`config.mk`:
```
export PLATFORM = sky130hd
export DESIGN_NAME = sdram_cmd_monitor
export DESIGN_NICKNAME = d
export VERILOG_FILES = /design/src/rtl/sdcmon_pkg.sv /design/src/rtl/sdcmon_decode.sv /design/src/rtl/sdcmon_mode_reg.sv /design/src/rtl/sdcmon_bank_track.sv /design/src/rtl/sdram_cmd_monitor.sv
export SDC_FILE = /design/constraint.sdc
export NUM_CORES = 1
export LEC_CHECK = 0
export ABC_AREA = 1
export BUFFER_PORTS_ARGS = -buffer_cell sky130_fd_sc_hd__buf_4
export CORE_MARGIN = 2
export CORE_UTILIZATION = 57
export CTS_BUF_LIST = sky130_fd_sc_hd__clkbuf_2 sky130_fd_sc_hd__clkbuf_4 sky130_fd_sc_hd__clkbuf_8
export CTS_CLUSTER_SIZE = 16
export DETAILED_ROUTE_END_ITERATION = 8
export HOLD_SLACK_MARGIN = 0.05
export PLACE_DENSITY = 0.94
export SLEW_MARGIN = 20
export SYNTH_ARGS = -nofsm -noshare
export SYNTH_HDL_FRONTEND = slang
export SYNTH_SLANG_ARGS = --single-unit
```
`constraint.sdc`:
```
create_clock -name clk -period 3 [get_ports clk]
set_clock_uncertainty 0.1 [all_clocks]
set_input_delay 0.75 -clock clk [delete_from_list [all_inputs] [get_ports clk]]
set_output_delay 0.75 -clock clk [all_outputs]
set_load 0.01 [all_outputs]
```
`src/rtl/sdcmon_pkg.sv`:
```
package sdcmon_pkg;

    // Command code as {ras_n, cas_n, we_n}
    typedef enum logic [2:0] {
        CMD_MODE_SET  = 3'b000,
        CMD_REFRESH   = 3'b001,
        CMD_PRECHARGE = 3'b010,
        CMD_ACTIVATE  = 3'b011,
        CMD_WRITE     = 3'b100,
        CMD_READ      = 3'b101,
        CMD_STOP      = 3'b110,
        CMD_NOP       = 3'b111
    } cmd_e;

    // Violation codes, lower value wins within one command class
    typedef enum logic [2:0] {
        ERR_NONE       = 3'd0,
        ERR_MODE_OPEN  = 3'd1,
        ERR_MODE_CKE   = 3'd2,
        ERR_ACT_NOMODE = 3'd3,
        ERR_COL_CLOSED = 3'd4,
        ERR_COL_TRCD   = 3'd5
    } err_e;

    typedef struct packed {
        logic       single_write;
        logic [2:0] cas_lat;
        logic       interleave;
        logic [2:0] bl_code;
    } mode_t;

    localparam int MODE_BL_LSB = 0;
    localparam int MODE_BT_BIT = 3;
    localparam int MODE_CL_LSB = 4;
    localparam int MODE_WB_BIT = 9;
    localparam int PRE_ALL_BIT = 10;

endpackage

```
`src/rtl/sdcmon_decode.sv`:
```
module sdcmon_decode
    import sdcmon_pkg::*;
(
    input  logic ras_n,
    input  logic cas_n,
    input  logic we_n,
    output cmd_e cmd,
    output logic is_mode_set,
    output logic is_activate,
    output logic is_column,
    output logic is_precharge
);

    always_comb begin
        cmd          = cmd_e'({ras_n, cas_n, we_n});
        is_mode_set  = 1'b0;
        is_activate  = 1'b0;
        is_column    = 1'b0;
        is_precharge = 1'b0;
        unique case (cmd)
            CMD_MODE_SET:        is_mode_set  = 1'b1;
            CMD_ACTIVATE:        is_activate  = 1'b1;
            CMD_READ, CMD_WRITE: is_column    = 1'b1;
            CMD_PRECHARGE:       is_precharge = 1'b1;
            default: ;
        endcase
    end

endmodule

```
`src/rtl/sdcmon_mode_reg.sv`:
```
module sdcmon_mode_reg
    import sdcmon_pkg::*;
#(
    parameter int ADDR_W = 13
) (
    input  logic              clk,
    input  logic              rst_n,
    input  logic              load,
    input  logic [ADDR_W-1:0] word,
    output logic              mode_seen,
    output logic [3:0]        burst_len,
    output logic              burst_interleave,
    output logic [2:0]        cas_latency,
    output logic              single_write
);

    typedef struct packed {
        logic  seen;
        mode_t mode;
    } mreg_t;

    mreg_t st_d, st_q;

    always_comb begin
        st_d = st_q;
        if (load) begin
            st_d.seen              = 1'b1;
            st_d.mode.bl_code      = word[MODE_BL_LSB +: 3];
            st_d.mode.interleave   = word[MODE_BT_BIT];
            st_d.mode.cas_lat      = word[MODE_CL_LSB +: 3];
            st_d.mode.single_write = word[MODE_WB_BIT];
        end
    end

    always_ff @(posedge clk) begin
        if (!rst_n) st_q <= '0;
        else        st_q <= st_d;
    end

    always_comb begin
        unique case (st_q.mode.bl_code)
            3'b000:  burst_len = 4'd1;
            3'b001:  burst_len = 4'd2;
            3'b010:  burst_len = 4'd4;
            3'b011:  burst_len = 4'd8;
            default: burst_len = 4'd0;
        endcase
    end

    assign mode_seen        = st_q.seen;
    assign burst_interleave = st_q.mode.interleave;
    assign cas_latency      = st_q.mode.cas_lat;
    assign single_write     = st_q.mode.single_write;

    // without a legal load the captured word does not move
    p_mode_hold_r4: assert property (@(posedge clk) disable iff (!rst_n)
        !load |=> $stable(st_q.mode));

    // a load is always reflected on the next cycle
    p_mode_load_r2: assert property (@(posedge clk) disable iff (!rst_n)
        load |=> (cas_latency == $past(word[MODE_CL_LSB +: 3])) && mode_seen);

endmodule

```
`src/rtl/sdcmon_bank_track.sv`:
```
module sdcmon_bank_track #(
    parameter int NUM_BANKS = 4,
    parameter int TRCD      = 3,
    localparam int BANK_W   = $clog2(NUM_BANKS),
    localparam int CNT_W    = $clog2(TRCD + 1)
) (
    input  logic                 clk,
    input  logic                 rst_n,
    input  logic                 act_en,
    input  logic                 pre_en,
    input  logic                 pre_all,
    input  logic [BANK_W-1:0]    bank_sel,
    output logic [NUM_BANKS-1:0] open,
    output logic [NUM_BANKS-1:0] rcd_busy
);

    localparam logic [CNT_W-1:0] CNT_LOAD = CNT_W'(TRCD - 1);
    localparam logic [CNT_W-1:0] CNT_ONE  = CNT_W'(1);

    typedef struct packed {
        logic [NUM_BANKS-1:0]            open;
        logic [NUM_BANKS-1:0][CNT_W-1:0] cnt;
    } bank_st_t;

    bank_st_t st_d, st_q;

    always_comb begin
        st_d = st_q;
        for (int b = 0; b < NUM_BANKS; b++) begin
            if (st_q.cnt[b] != '0)
                st_d.cnt[b] = st_q.cnt[b] - CNT_ONE;
            if (pre_en && (pre_all || bank_sel == BANK_W'(b)))
                st_d.open[b] = 1'b0;
            if (act_en && bank_sel == BANK_W'(b)) begin
                st_d.open[b] = 1'b1;
                st_d.cnt[b]  = CNT_LOAD;
            end
        end
    end

    always_ff @(posedge clk) begin
        if (!rst_n) st_q <= '0;
        else        st_q <= st_d;
    end

    assign open = st_q.open;

    for (genvar g = 0; g < NUM_BANKS; g++) begin : g_busy
        assign rcd_busy[g] = (st_q.cnt[g] != '0);
    end

    // an accepted activate opens the addressed bank
    p_act_opens_r1: assert property (@(posedge clk) disable iff (!rst_n)
        act_en |=> open[$past(bank_sel)]);

    // precharge-all leaves no bank open
    p_pre_all_r9: assert property (@(posedge clk) disable iff (!rst_n)
        (pre_en && pre_all) |=> (open == '0));

endmodule

```
`src/rtl/sdram_cmd_monitor.sv`:
```
module sdram_cmd_monitor
    import sdcmon_pkg::*;
#(
    parameter int NUM_BANKS = 4,
    parameter int ADDR_W    = 13,
    parameter int TRCD      = 3,
    localparam int BANK_W   = $clog2(NUM_BANKS)
) (
    input  logic              clk,
    input  logic              rst_n,
    input  logic              cke,
    input  logic              ras_n,
    input  logic              cas_n,
    input  logic              we_n,
    input  logic [BANK_W-1:0] bank,
    input  logic [ADDR_W-1:0] addr,
    output logic              err_valid,
    output logic [2:0]        err_code,
    output logic [3:0]        burst_len,
    output logic              burst_interleave,
    output logic [2:0]        cas_latency,
    output logic              single_write
);

    typedef struct packed {
        logic cke_prev;
        logic err_valid;
        err_e err_code;
    } top_st_t;

    cmd_e                 cmd;
    logic                 is_mode_set, is_activate, is_column, is_precharge;
    logic                 mode_seen;
    logic [NUM_BANKS-1:0] open;
    logic [NUM_BANKS-1:0] rcd_busy;
    logic                 load_mode, act_ok;
    err_e                 verdict;
    top_st_t              st_d, st_q;

    sdcmon_decode u_decode (
        .ras_n        (ras_n),
        .cas_n        (cas_n),
        .we_n         (we_n),
        .cmd          (cmd),
        .is_mode_set  (is_mode_set),
        .is_activate  (is_activate),
        .is_column    (is_column),
        .is_precharge (is_precharge)
    );

    sdcmon_mode_reg #(.ADDR_W(ADDR_W)) u_mode (
        .clk              (clk),
        .rst_n            (rst_n),
        .load             (load_mode),
        .word             (addr),
        .mode_seen        (mode_seen),
        .burst_len        (burst_len),
        .burst_interleave (burst_interleave),
        .cas_latency      (cas_latency),
        .single_write     (single_write)
    );

    sdcmon_bank_track #(.NUM_BANKS(NUM_BANKS), .TRCD(TRCD)) u_banks (
        .clk      (clk),
        .rst_n    (rst_n),
        .act_en   (act_ok),
        .pre_en   (is_precharge),
        .pre_all  (addr[PRE_ALL_BIT]),
        .bank_sel (bank),
        .open     (open),
        .rcd_busy (rcd_busy)
    );

    // Rule evaluation for the command on the bus this cycle
    always_comb begin
        verdict   = ERR_NONE;
        load_mode = 1'b0;
        act_ok    = 1'b0;
        if (is_mode_set) begin
            if (|open)               verdict = ERR_MODE_OPEN;
            else if (!st_q.cke_prev) verdict = ERR_MODE_CKE;
            else                     load_mode = 1'b1;
        end
        if (is_activate) begin
            if (!mode_seen) verdict = ERR_ACT_NOMODE;
            else            act_ok  = 1'b1;
        end
        if (is_column) begin
            if (!open[bank])         verdict = ERR_COL_CLOSED;
            else if (rcd_busy[bank]) verdict = ERR_COL_TRCD;
        end
    end

    always_comb begin
        st_d           = st_q;
        st_d.cke_prev  = cke;
        st_d.err_valid = (verdict != ERR_NONE);
        st_d.err_code  = verdict;
    end

    always_ff @(posedge clk) begin
        if (!rst_n) st_q <= '{cke_prev: 1'b0, err_valid: 1'b0, err_code: ERR_NONE};
        else        st_q <= st_d;
    end

    assign err_valid = st_q.err_valid;
    assign err_code  = st_q.err_code;

    // mode set over an open bank is reported with code 1
    p_mode_open_r4: assert property (@(posedge clk) disable iff (!rst_n)
        (is_mode_set && (|open)) |=> (err_valid && err_code == 3'd1));

    // mode set after a low clock enable, banks idle, reports code 2
    p_mode_cke_r5: assert property (@(posedge clk) disable iff (!rst_n)
        (is_mode_set && (open == '0) && !$past(cke)) |=> (err_valid && err_code == 3'd2));

    // activate with no prior mode set reports code 3
    p_act_nomode_r6: assert property (@(posedge clk) disable iff (!rst_n)
        (is_activate && !mode_seen) |=> (err_valid && err_code == 3'd3));

    // column access to an idle bank reports code 4
    p_col_closed_r7: assert property (@(posedge clk) disable iff (!rst_n)
        (is_column && !open[bank]) |=> (err_valid && err_code == 3'd4));

    // a quiet bus cycle yields no error on the next cycle
    p_quiet_r3: assert property (@(posedge clk) disable iff (!rst_n)
        (cmd == CMD_NOP) |=> (!err_valid && err_code == 3'd0));

endmodule

```
Word level (Yosys, flattened, before mapping)
Cells that the tools add are included.

word-level totals
  output and inout bits = 13
  input port bits = 21
  word-level logic and storage cells = 108
  register bits after elaboration = 26

cells by class
  bitwise operators = 1
  magnitude comparators = 1
  equality and inequality tests = 10
  add/subtract/negate cells = 4
  reduce and logical (&&, ||, !) cells = 34
  mux-type cells = 38

operators by type and width
  cell                                                 count
  nonzero test 2 bit                                   12
  2-to-1 mux 2 bit                                     11
  2-to-1 mux 1 bit                                     19
  case mux 4 bit (4 select lines)                      1
  2-to-1 mux 3 bit                                     5
  == test 3 x 2 -> 1 bit (second input constant)       4
  OR reduction 2 bit                                   5
  logical AND 1 bit                                    8
  subtractor 2 x 1 -> 2 bit (second input constant)    4
  == test 3 bit (second input constant)                2
  logical NOT 3 bit                                    2
  binary-select mux 1 bit (select 2 bit)               2
  == test 2 bit (second input constant)                2
  logical OR 1 bit                                     4
  OR reduction 4 bit                                   1
  == test 3 x 1 -> 1 bit (second input constant)       1
  < comparator 2 x 3 -> 1 bit (second input constant)  1
  nonzero test 3 bit                                   1
  == test 2 x 1 -> 1 bit (second input constant)       1
  logical NOT 2 bit                                    1
  NOT 1 bit                                            1

Depth between registers and ports, before layout
Gate-level depths: netlist of run 1.

  depth in word-level cells = 9
  gate-level depth with buffers = 7

Modules after synthesis
Synthesis of run 1 repeated with hierarchy kept, for this count alone.

second synthesis, totals
  cells, all modules = 199
  area, all modules = 1353.8 µm²

modules (own cells, without submodules)
  module             cells each  area an instance (µm²)  sequential area each (µm²)  times used
  sdcmon_bank_track  67          510.5                   240.2                       1
  sdcmon_mode_reg    62          465.4                   180.2                       1
  sdram_cmd_monitor  59          325.3                   100.1                       1
  sdcmon_decode      11          52.6                    0.0                         1

Least setup slack after synthesis of run 1
OpenSTA, ideal clock, no wires.

  path kind = reg-to-output
  start point = register u_mode.st_q[0] in the netlist's numbering
  end point = output port burst_len[3]
  slack = 1.458 ns
  buffers on the path = 0
  stages on the path, launching flop included = 3
  arrival time = 0.692 ns
  cell sequence = dfxtp_1 inv_1 nor3_1

on the way
  longest elaborated chain between the ends = 2
  elaborated cells between the ends (all ways) = 5
  classes of those cells = eq/ne (3); mux (1); reduce/logical (1)

RTL lines
  item                                            RTL line                 text
  start, declared                                 sdcmon_mode_reg.sv:22    mreg_t st_d, st_q;
  start signal, assigned                          sdcmon_mode_reg.sv:37    else st_q <= st_d;
  == test 3 x 2 -> 1 bit (tied with other cells)  sdcmon_mode_reg.sv:41    unique case (st_q.mode.bl_code)
  case mux 4 bit (4 select lines) *               sdcmon_mode_reg.sv:41
  end, declared                                   sdram_cmd_monitor.sv:19  output logic [3:0] burst_len,

Every way passes the cells marked *; elsewhere a longest branch is shown, timed or not.

Final worst setup path of run 1
Ends and elaborated chain as after synthesis.

==> results of run 1 <==
==> sequential cells by signal, summed over array words and instances (netlist names) <==
signal	flops
err_code	3
u_mode.burst_interleave	1
u_mode.mode_seen	1
st_q	1
u_mode.st_q	3
u_banks.st_q	8
u_mode.single_write	1
err_valid	1
u_banks.open	4
u_mode.cas_latency	3
==> cell type report <==
type,instances,area share [%]
clock buffer,3,1.62
inverter,13,3.50
multi-input combinational,108,39.5
sequential,26,37.3
tap,27,2.42
timing repair buffer,29,15.6
==> power groups by stage <==
stage / Combinational (uW) / Clock [uW] / Sequential, uW
floorplan: 36.7 / 0 / 363
global placement: 65.8 / 0 / 363
detailed placement: 68.2 / 0 / 363
CTS: 68.5 / 145 / 355
global route: 75.2 / 155 / 356
finish: 67.9 / 142 / 355
==> per-layer routing <==
metal / wire, um / up-vias / share of wire, %
met5: 0 / - / 0
met4: 35 / 0 / 1.4
met3: 118 / 4 / 4.9
met2: 1280 / 31 / 53
met1: 997 / 489 / 41
li1: - / 552 / -
==> Yosys cell counts (2+ instances only) <==
library cell  count  area (um^2)
buf_4             7         52.6
inv_1            12         45.0
a21oi_1           5         25.0
nor4_1            4         25.0
o31ai_1           2         15.0
nor2_1           28          105
o21ai_1           9         45.0
nand3_1          11         55.1
nor3_1           12         60.1
nand3b_1          2         15.0
nand2_1          23         86.3
dfxtp_1          26          521
nor2_2            4         25.0
==> cells by family (layout without fill, tap and decap cells) <==
logic type	after synthesis	count (layout)	synth area share (%)
AND/OR/NAND/NOR	89	89	37.2
flip-flops	26	26	43.7
buffers and inverters	22	45	10.1
AO/OA/AOI/OAI	19	19	9.03
==> through the flow <==
step / util, % / instance area, um^2 / instances
2_1_floorplan: - / 1190 / 156
4_1_cts: 71.0 / 1390 / 206
3_5_place_dp: 69.9 / 1370 / 203
6_report: 71.0 / 1390 / 206
5_1_grt: 71.0 / 1390 / 206
3_3_place_gp: 69.9 / 1370 / 203
==> path summary, 6_finish.rpt <==
check                  startpoint              end  slack (ps)  depth (start not counted)
setup / recovery   u_mode.st_q[0]     burst_len[3]        1040                          3
hold / removal    u_banks.st_q[2]  u_banks.st_q[2]         360                          1
setup reg to reg  u_banks.open[0]        err_valid        1710                          6
hold reg to reg   u_banks.st_q[2]  u_banks.st_q[2]         360                          1
==> impl_metrics.json, run 1 <==
{
  "place_ws_ps": 1080,
  "rsz0062_at_grt": "no",
  "layout_commonest_cell": "buf_4",
  "arrival_ps": 1110,
  "cts_buffers": 3,
  "postCtsSetupRepairBufs": 0,
  "grt_pass1_wl_um": 4350,
  "dp_hpwl_um": 1850,
  "ys_ff_latch": 26,
  "wirelength_um": 2430,
  "p_per_area_mw_per_mm2": 406,
  "crit_fanout": 4,
  "max-vdd-ir-drop_v": 0.000255,
  "p_int_uw": 430,
  "p_sw_share_pct": 24.0,
  "path_buf_inv": 2,
  "ys_seq_area_share_pct": 43.7,
  "timing.setup.tns_ps": 0,
  "clk_latency_ps": 310,
  "dr.pass1.iters": 4,
  "num_rows": 16,
  "core_area_mm2": 0.00196,
  "final.min_clock_period_ps": 1960,
  "slew_headroom_pct": 77.2,
  "hold_buffers": 0,
  "io_pins": 34,
  "die_h_um": 49.7,
  "fin_crit_sh_pct": 65.4,
  "p_leak_uw": 0.000647,
  "power.switching_uw": 136,
  "antennaDiodeCount": 0,
  "ys.flop_type": "dfxtp_1",
  "hp-class": "register to register",
  "combPwrFrac_pct": 12.0,
  "use_met1_pct": 23.0,
  "finalPower_uw": 566,
  "layout_common_cells": "buf_4 (29), nor2_1 (28), dfxtp_1 (26), nand2_1 (23)",
  "start_kind": "register",
  "fin_ws_ps": 1040,
  "vias": 1076,
  "cpPeakStageDelay_ps": 410,
  "final-seq-area_um2": 520,
  "die_w_um": 49.7,
  "drive_gt1_share_pct": 24.0,
  "drv_cap": 0,
  "first_iter_violations": 19,
  "synthesis.area_mm2": 0.00119,
  "critPathCaptureType": "output port",
  "hold_slack_ps": 360,
  "gp_congestion": 0.886,
  "synth-edff-count": 0,
  "critPathRequiredTime_ps": 2150,
  "cts_resized": 0,
  "cts_tree": "done",
  "drc_errors": 0,
  "grt_overflow": 0,
  "postSynthAreaPerCell_um2": 7.64,
  "multiInputGateArea_um2": 551,
  "yosysUniqueCellTypes": 24,
  "worst_pin_slew_ps": 339,
  "gr-usage-met3_pct": 3.33,
  "grt_pass1_vias": 1075,
  "finalHoldViolCount": 0,
  "grt_util_all_layers_pct": 22.8,
  "clockPowerShare_pct": 25.1,
  "wl_per_cell_um": 11.8,
  "start_util_pct": 60.7,
  "path_clk_slew_ps": 120,
  "setup_viol": 0,
  "synthCells": 156,
  "antenna_found_initial": 0,
  "clock-sinks": 26,
  "grt_start_max_net_pins": 22,
  "crit_chain": "inv_1 > nor3_1 > buf_4",
  "fmax_mhz": 510,
  "fin_nets": 202,
  "viasPerCell": 5.22,
  "cp_top_family": "flip-flops",
  "die-area_mm2": 0.00247,
  "area_growth_pct": 17.0,
  "sequentialPowerShare_pct": 62.8,
  "h-tree-depth": 1,
  "final_max_slew_viol_count": 0,
  "ant_nets": 0,
  "syn_nets": 177,
  "worst-setup-path-type": "register to output port",
  "nFillCells": 179,
  "critPathSlowestCell": "dfxtp_1",
  "async_reset_ff_share_pct": 0,
  "root_buffer": "clkbuf_4",
  "cts_max_path_buffers": 2,
  "yosys_warnings": 0,
  "grt.busiest_layer": "met2",
  "numPortBuffers": 29,
  "grtUsageMet2_pct": 45.8,
  "status": "finished clean"
}
Power figures use the tool's default switching activity.
==> run 2: changes to the inputs <==
CORE_UTILIZATION = 48   (was 57)
PLACE_DENSITY = 0.86   (was 0.94)
clock period = 1.75 ns   (was 3 ns; I/O delays follow)
==> run 2 against run 1 <==
Effect of this change:
- total power is 71% higher
- worst setup slack got worse by 870 ps
- first-iteration DRC count increased by 53%
- utilization decreased by 13 points
- routed wire length shrank 2.8%
- sequential share of layout area is essentially flat
- critical path type unchanged
- critical endpoint unchanged
==> impl_metrics.json, run 2 (same netlist as run 1, synthesis figures left out) <==
{
  "status": "finished clean",
  "rsz0062_at_grt": "no",
  "fmax_mhz": 632,
  "hp-class": "input pin to register",
  "drv_cap": 0,
  "grt_pass1_vias": 914,
  "min_path_cells": 3,
  "fin_crit_sh_pct": 90.5,
  "io_pins": 34,
  "p_leak_uw": 0.000648,
  "numPortBuffers": 29,
  "cpPeakStageDelay_ps": 370,
  "area_growth_pct": 17.5,
  "worst_pin_slew_ps": 307,
  "grt_util_all_layers_pct": 17.9,
  "clock-sinks": 26,
  "cts_buffers": 3,
  "path_buf_inv": 2,
  "critPathRequiredTime_ps": 1210,
  "vias": 1089,
  "regMostFlops": "u_banks.st_q",
  "layout_commonest_cell": "buf_4",
  "die_h_um": 53.8,
  "first_iter_violations": 29,
  "dp_hpwl_um": 1790,
  "r2r_cells": 5,
  "critPathSlowestCell": "dfxtp_2",
  "setup_viol": 0,
  "crit_cells": 3,
  "max-vdd-ir-drop_v": 0.000706,
  "timing.setup.tns_ps": 0,
  "grt_overflow": 0,
  "final-seq-area_um2": 523,
  "wl_per_cell_um": 11.3,
  "largest_reg_flops": 8,
  "h-tree-depth": 1,
  "final_max_slew_viol_count": 0,
  "die_w_um": 53.8,
  "arrival_ps": 1050,
  "crit_chain": "inv_1 > nor3_1 > buf_4",
  "gp_congestion": 0.820,
  "slew_headroom_pct": 79.4,
  "critPathCaptureType": "output port",
  "root_buffer": "clkbuf_4",
  "antenna_found_initial": 0,
  "final.min_clock_period_ps": 1580,
  "dr.pass1.iters": 4,
  "core_area_mm2": 0.00241,
  "path_clk_slew_ps": 120,
  "start_kind": "register",
  "p_per_area_mw_per_mm2": 693,
  "cts_tree": "done",
  "drc_errors": 0,
  "clk_latency_ps": 320,
  "drive_gt1_share_pct": 25.1,
  "cts_max_path_buffers": 2,
  "grt_start_max_net_pins": 22,
  "fin_ws_ps": 167,
  "cp_top_family": "flip-flops",
  "fin_nets": 202,
  "start_util_pct": 49.4,
  "antennaDiodeCount": 0,
  "multiInputGateArea_um2": 551,
  "wirelength_um": 2370,
  "nFillCells": 220,
  "layout_common_cells": "buf_4 (29), nor2_1 (28), dfxtp_1 (24), nand2_1 (23)",
  "worst-setup-path-type": "register to output port",
  "postCtsSetupRepairBufs": 0,
  "place_ws_ps": 218,
  "die-area_mm2": 0.00290,
  "crit_fanout": 4,
  "grt_pass1_wl_um": 3800,
  "finalHoldViolCount": 0,
  "ant_nets": 0,
  "viasPerCell": 5.21,
  "num_rows": 18
}
==> run 2: cell counts in the layout (fill, tap and decap cells not counted) <==
Identical to the previous run, type by type.
==> run 2: through the flow <==
step	cell area (um^2)	cells	power, uW	utilization, %	hold slack, ps
5_1_grt	1400	209	1020	58.1	186
4_1_cts	1400	209	976	58.0	200
3_3_place_gp	1380	206	735	57.1	335
3_5_place_dp	1380	206	738	57.1	349
6_report	1400	209	970	58.1	206
2_1_floorplan	1190	156	686	-	326
==> run 2: report_power, final <==
part	total [uW]	internal [uW]	switching, uW
logic	116	53.7	62.6
registers	609	603	5.90
clock network	244	80.5	164
==> run 2: path summary, 6_finish.rpt <==
check,startpoint,endpoint,slack (ps)
worst max-delay path,u_mode.st_q[0],burst_len[3],170
worst min-delay path,cke,st_q[4],210
worst max register to register,u_banks.open[0],u_mode.single_write,490
worst min register to register,u_banks.st_q[3],u_banks.st_q[3],370
==> run 2: area by class of cell <==
| type | count | share of cell area (%) |
|---|---|---|
| Clock buffer | 3 | 1.61 |
| Multi-Input combinational cell | 108 | 39.3 |
| Tap cell | 30 | 2.68 |
| Sequential cell | 26 | 37.4 |
| Timing Repair Buffer | 29 | 15.5 |
| Inverter | 13 | 3.49 |
==> run 2: repair_timing <==
item                                    4_1_cts  5_1_grt
gates resized for setup                       0        2
hold buffers                                  0        0
endpoints found under the setup margin        0        1
==> run 2: routing by layer <==
| layer | track usage, % | part of all wire (%) | up-vias |
|---|---|---|---|
| met5 | 0 | 0 | - |
| met4 | 2.56 | 0.34 | 0 |
| met3 | 6.39 | 7.8 | 2 |
| met2 | 29.7 | 47 | 43 |
| met1 | 22.8 | 45 | 487 |
| li1 | - | - | 557 |
==> run 2: worst register-to-register path: cells and delay by family, from the launching register on <==
kind,cells,cell delay [ps]
compound gates,1,80
simple gates,4,670
flops,1,350
==> run 3: changes to the inputs <==
CORE_UTILIZATION = 49   (was 48)
PLACE_DENSITY = 0.83   (was 0.86)
SYNTH_HIERARCHICAL = 1   (was unset)
==> run 3 against run 2 <==
Effect of this change:
- worst hold slack lost 12 ps
- maximum frequency fell by 0.38%
- sequential cell count stayed put
- largest cell class unchanged
- highest routed layer unchanged
- sequential power about the same
- via count rose by 4.9%
- die area grew 8.8%
- worst setup slack got worse by 6.0 ps
- final area rose by 7.8%
- clock power barely moved
- largest power group unchanged
- combinational power rose by 7%
==> impl_metrics.json, run 3 <==
{
  "status": "finished clean",
  "fin_area_mm2": 0.00151,
  "synthesis.area_mm2": 0.00133,
  "hold_buffers": 0,
  "wirelength_um": 2220,
  "first_iter_violations": 34,
  "layout_common_cells": "nand2_1 (55), inv_1 (32), buf_4 (29), dfxtp_1 (24), nor2_1 (18)",
  "final.min_clock_period_ps": 1590,
  "area_growth_pct": 13.3,
  "wl_per_cell_um": 9.07,
  "p_sw_share_pct": 24.0,
  "die_w_um": 56.1,
  "clock-sinks": 26,
  "cts_buffers": 3,
  "grt_start_max_net_pins": 23,
  "cts_resized": 0,
  "cts_max_path_buffers": 2,
  "reg2reg_from": "u_banks/open[1]",
  "gp_congestion": 0.800,
  "dpl_cell_area_mm2": 0.00148,
  "antenna_found_initial": 0,
  "final_max_slew_viol_count": 0,
  "layout_commonest_cell": "nand2_1",
  "sequentialPowerShare_pct": 62.3,
  "fin_nets": 238,
  "fin_crit_sh_pct": 90.8,
  "critPathRequiredTime_ps": 1210,
  "root_buffer": "clkbuf_4",
  "ant_nets": 0,
  "grt_util_all_layers_pct": 15.1,
  "cts_tree": "done",
  "h-tree-depth": 1,
  "worstReg2RegEnd": "u_mode/cas_latency[1]",
  "p_per_area_mw_per_mm2": 647,
  "antennaDiodeCount": 0,
  "postSynthAreaPerCell_um2": 6.79,
  "crit_end": "burst_len[2]",
  "synthCells": 196,
  "die-area_mm2": 0.00315,
  "dp_hpwl_um": 1740,
  "p_leak_uw": 0.000783,
  "die_h_um": 56.1,
  "nFillCells": 246,
  "finalNonFillerCells": 245,
  "drc_errors": 0,
  "vias": 1142,
  "regMostFlops": "u_banks/st_q",
  "drv_cap": 0,
  "r2r_cells": 7,
  "worst_pin_slew_ps": 231,
  "dr.pass1.iters": 5,
  "slew_headroom_pct": 84.6,
  "grt_pass1_vias": 951,
  "p_int_uw": 742,
  "start_util_pct": 52.8,
  "multiInputGateArea_um2": 557,
  "numPortBuffers": 29,
  "hold_slack_ps": 193,
  "viasPerCell": 4.66,
  "rrSetupSlack_ps": 420,
  "postCtsSetupRepairBufs": 0,
  "hp-class": "input pin to register",
  "timing.setup.tns_ps": 0,
  "max-vdd-ir-drop_v": 0.000533,
  "clockPowerShare_pct": 24.9,
  "io_pins": 34,
  "power.switching_uw": 234,
  "num_rows": 18,
  "critPathCaptureType": "output port",
  "setup.worst_path.start": "u_mode/st_q[1]",
  "largest_reg_flops": 8,
  "arrival_ps": 1050,
  "yosys_warnings": 6,
  "worst-setup-path-type": "register to output port",
  "clk_latency_ps": 310,
  "setup_viol": 0,
  "fmax_mhz": 629,
  "finalHoldViolCount": 0,
  "grt_pass1_wl_um": 3800,
  "fin_util_pct": 59.8,
  "combPwrFrac_pct": 12.7,
  "placed_cells": 242,
  "core_area_mm2": 0.00252,
  "rsz0062_at_grt": "no",
  "start_kind": "register",
  "crit_fanout": 4,
  "syn_nets": 217,
  "path_clk_slew_ps": 130,
  "drive_gt1_share_pct": 26.0,
  "final-seq-area_um2": 523,
  "grt_overflow": 0
}
run 3: worst min path at each step:
stage                          from               to  slack, ps  depth (start not counted)
global route                    cke          st_q[4]        190                          3
CTS                             cke          st_q[4]        190                          3
floorplan           u_banks/st_q[6]  u_banks/st_q[6]        310                          1
finish                          cke          st_q[4]        190                          3
global placement    u_banks/st_q[6]  u_banks/st_q[6]        330                          1
detailed placement  u_banks/st_q[6]  u_banks/st_q[6]        330                          1
run 3: metrics by stage:
step,setup WS (ps),total power (uW)
after floorplan,305,698
after global placement,131,743
after detailed placement,94.9,746
after CTS,96.7,989
after global routing,54.1,1030
final,161,976
run 3: layout make-up:
class                      instances  area share (%)
inverter                          35            8.71
clock buffer                       3            1.49
sequential                        26            34.7
tap                               30            2.49
multi-input combinational        121            36.9
timing repair buffer              30            15.8
run 3: layer usage:
| metal | vias up | global-route usage, % | wire [um] |
|---|---|---|---|
| met5 | - | 0 | 0 |
| met4 | 0 | 3.06 | 16 |
| met3 | 2 | 5.12 | 144 |
| met2 | 26 | 25.7 | 1060 |
| met1 | 492 | 18.4 | 1000 |
| li1 | 622 | - | - |
run 3: critical path: stages, from the launching register on:
cell,delay (ps)
dfxtp_2,380
inv_1,70
nor3_1,140
buf_4,150
run 3: power by group through the flow:
stage,combinational (uW),clock [uW],sequential (uW)
2_1_floorplan,75.4,0,622
3_3_place_gp,122,0,621
3_5_place_dp,124,0,622
4_1_cts,125,256,609
5_1_grt,141,281,611
6_report,124,243,609
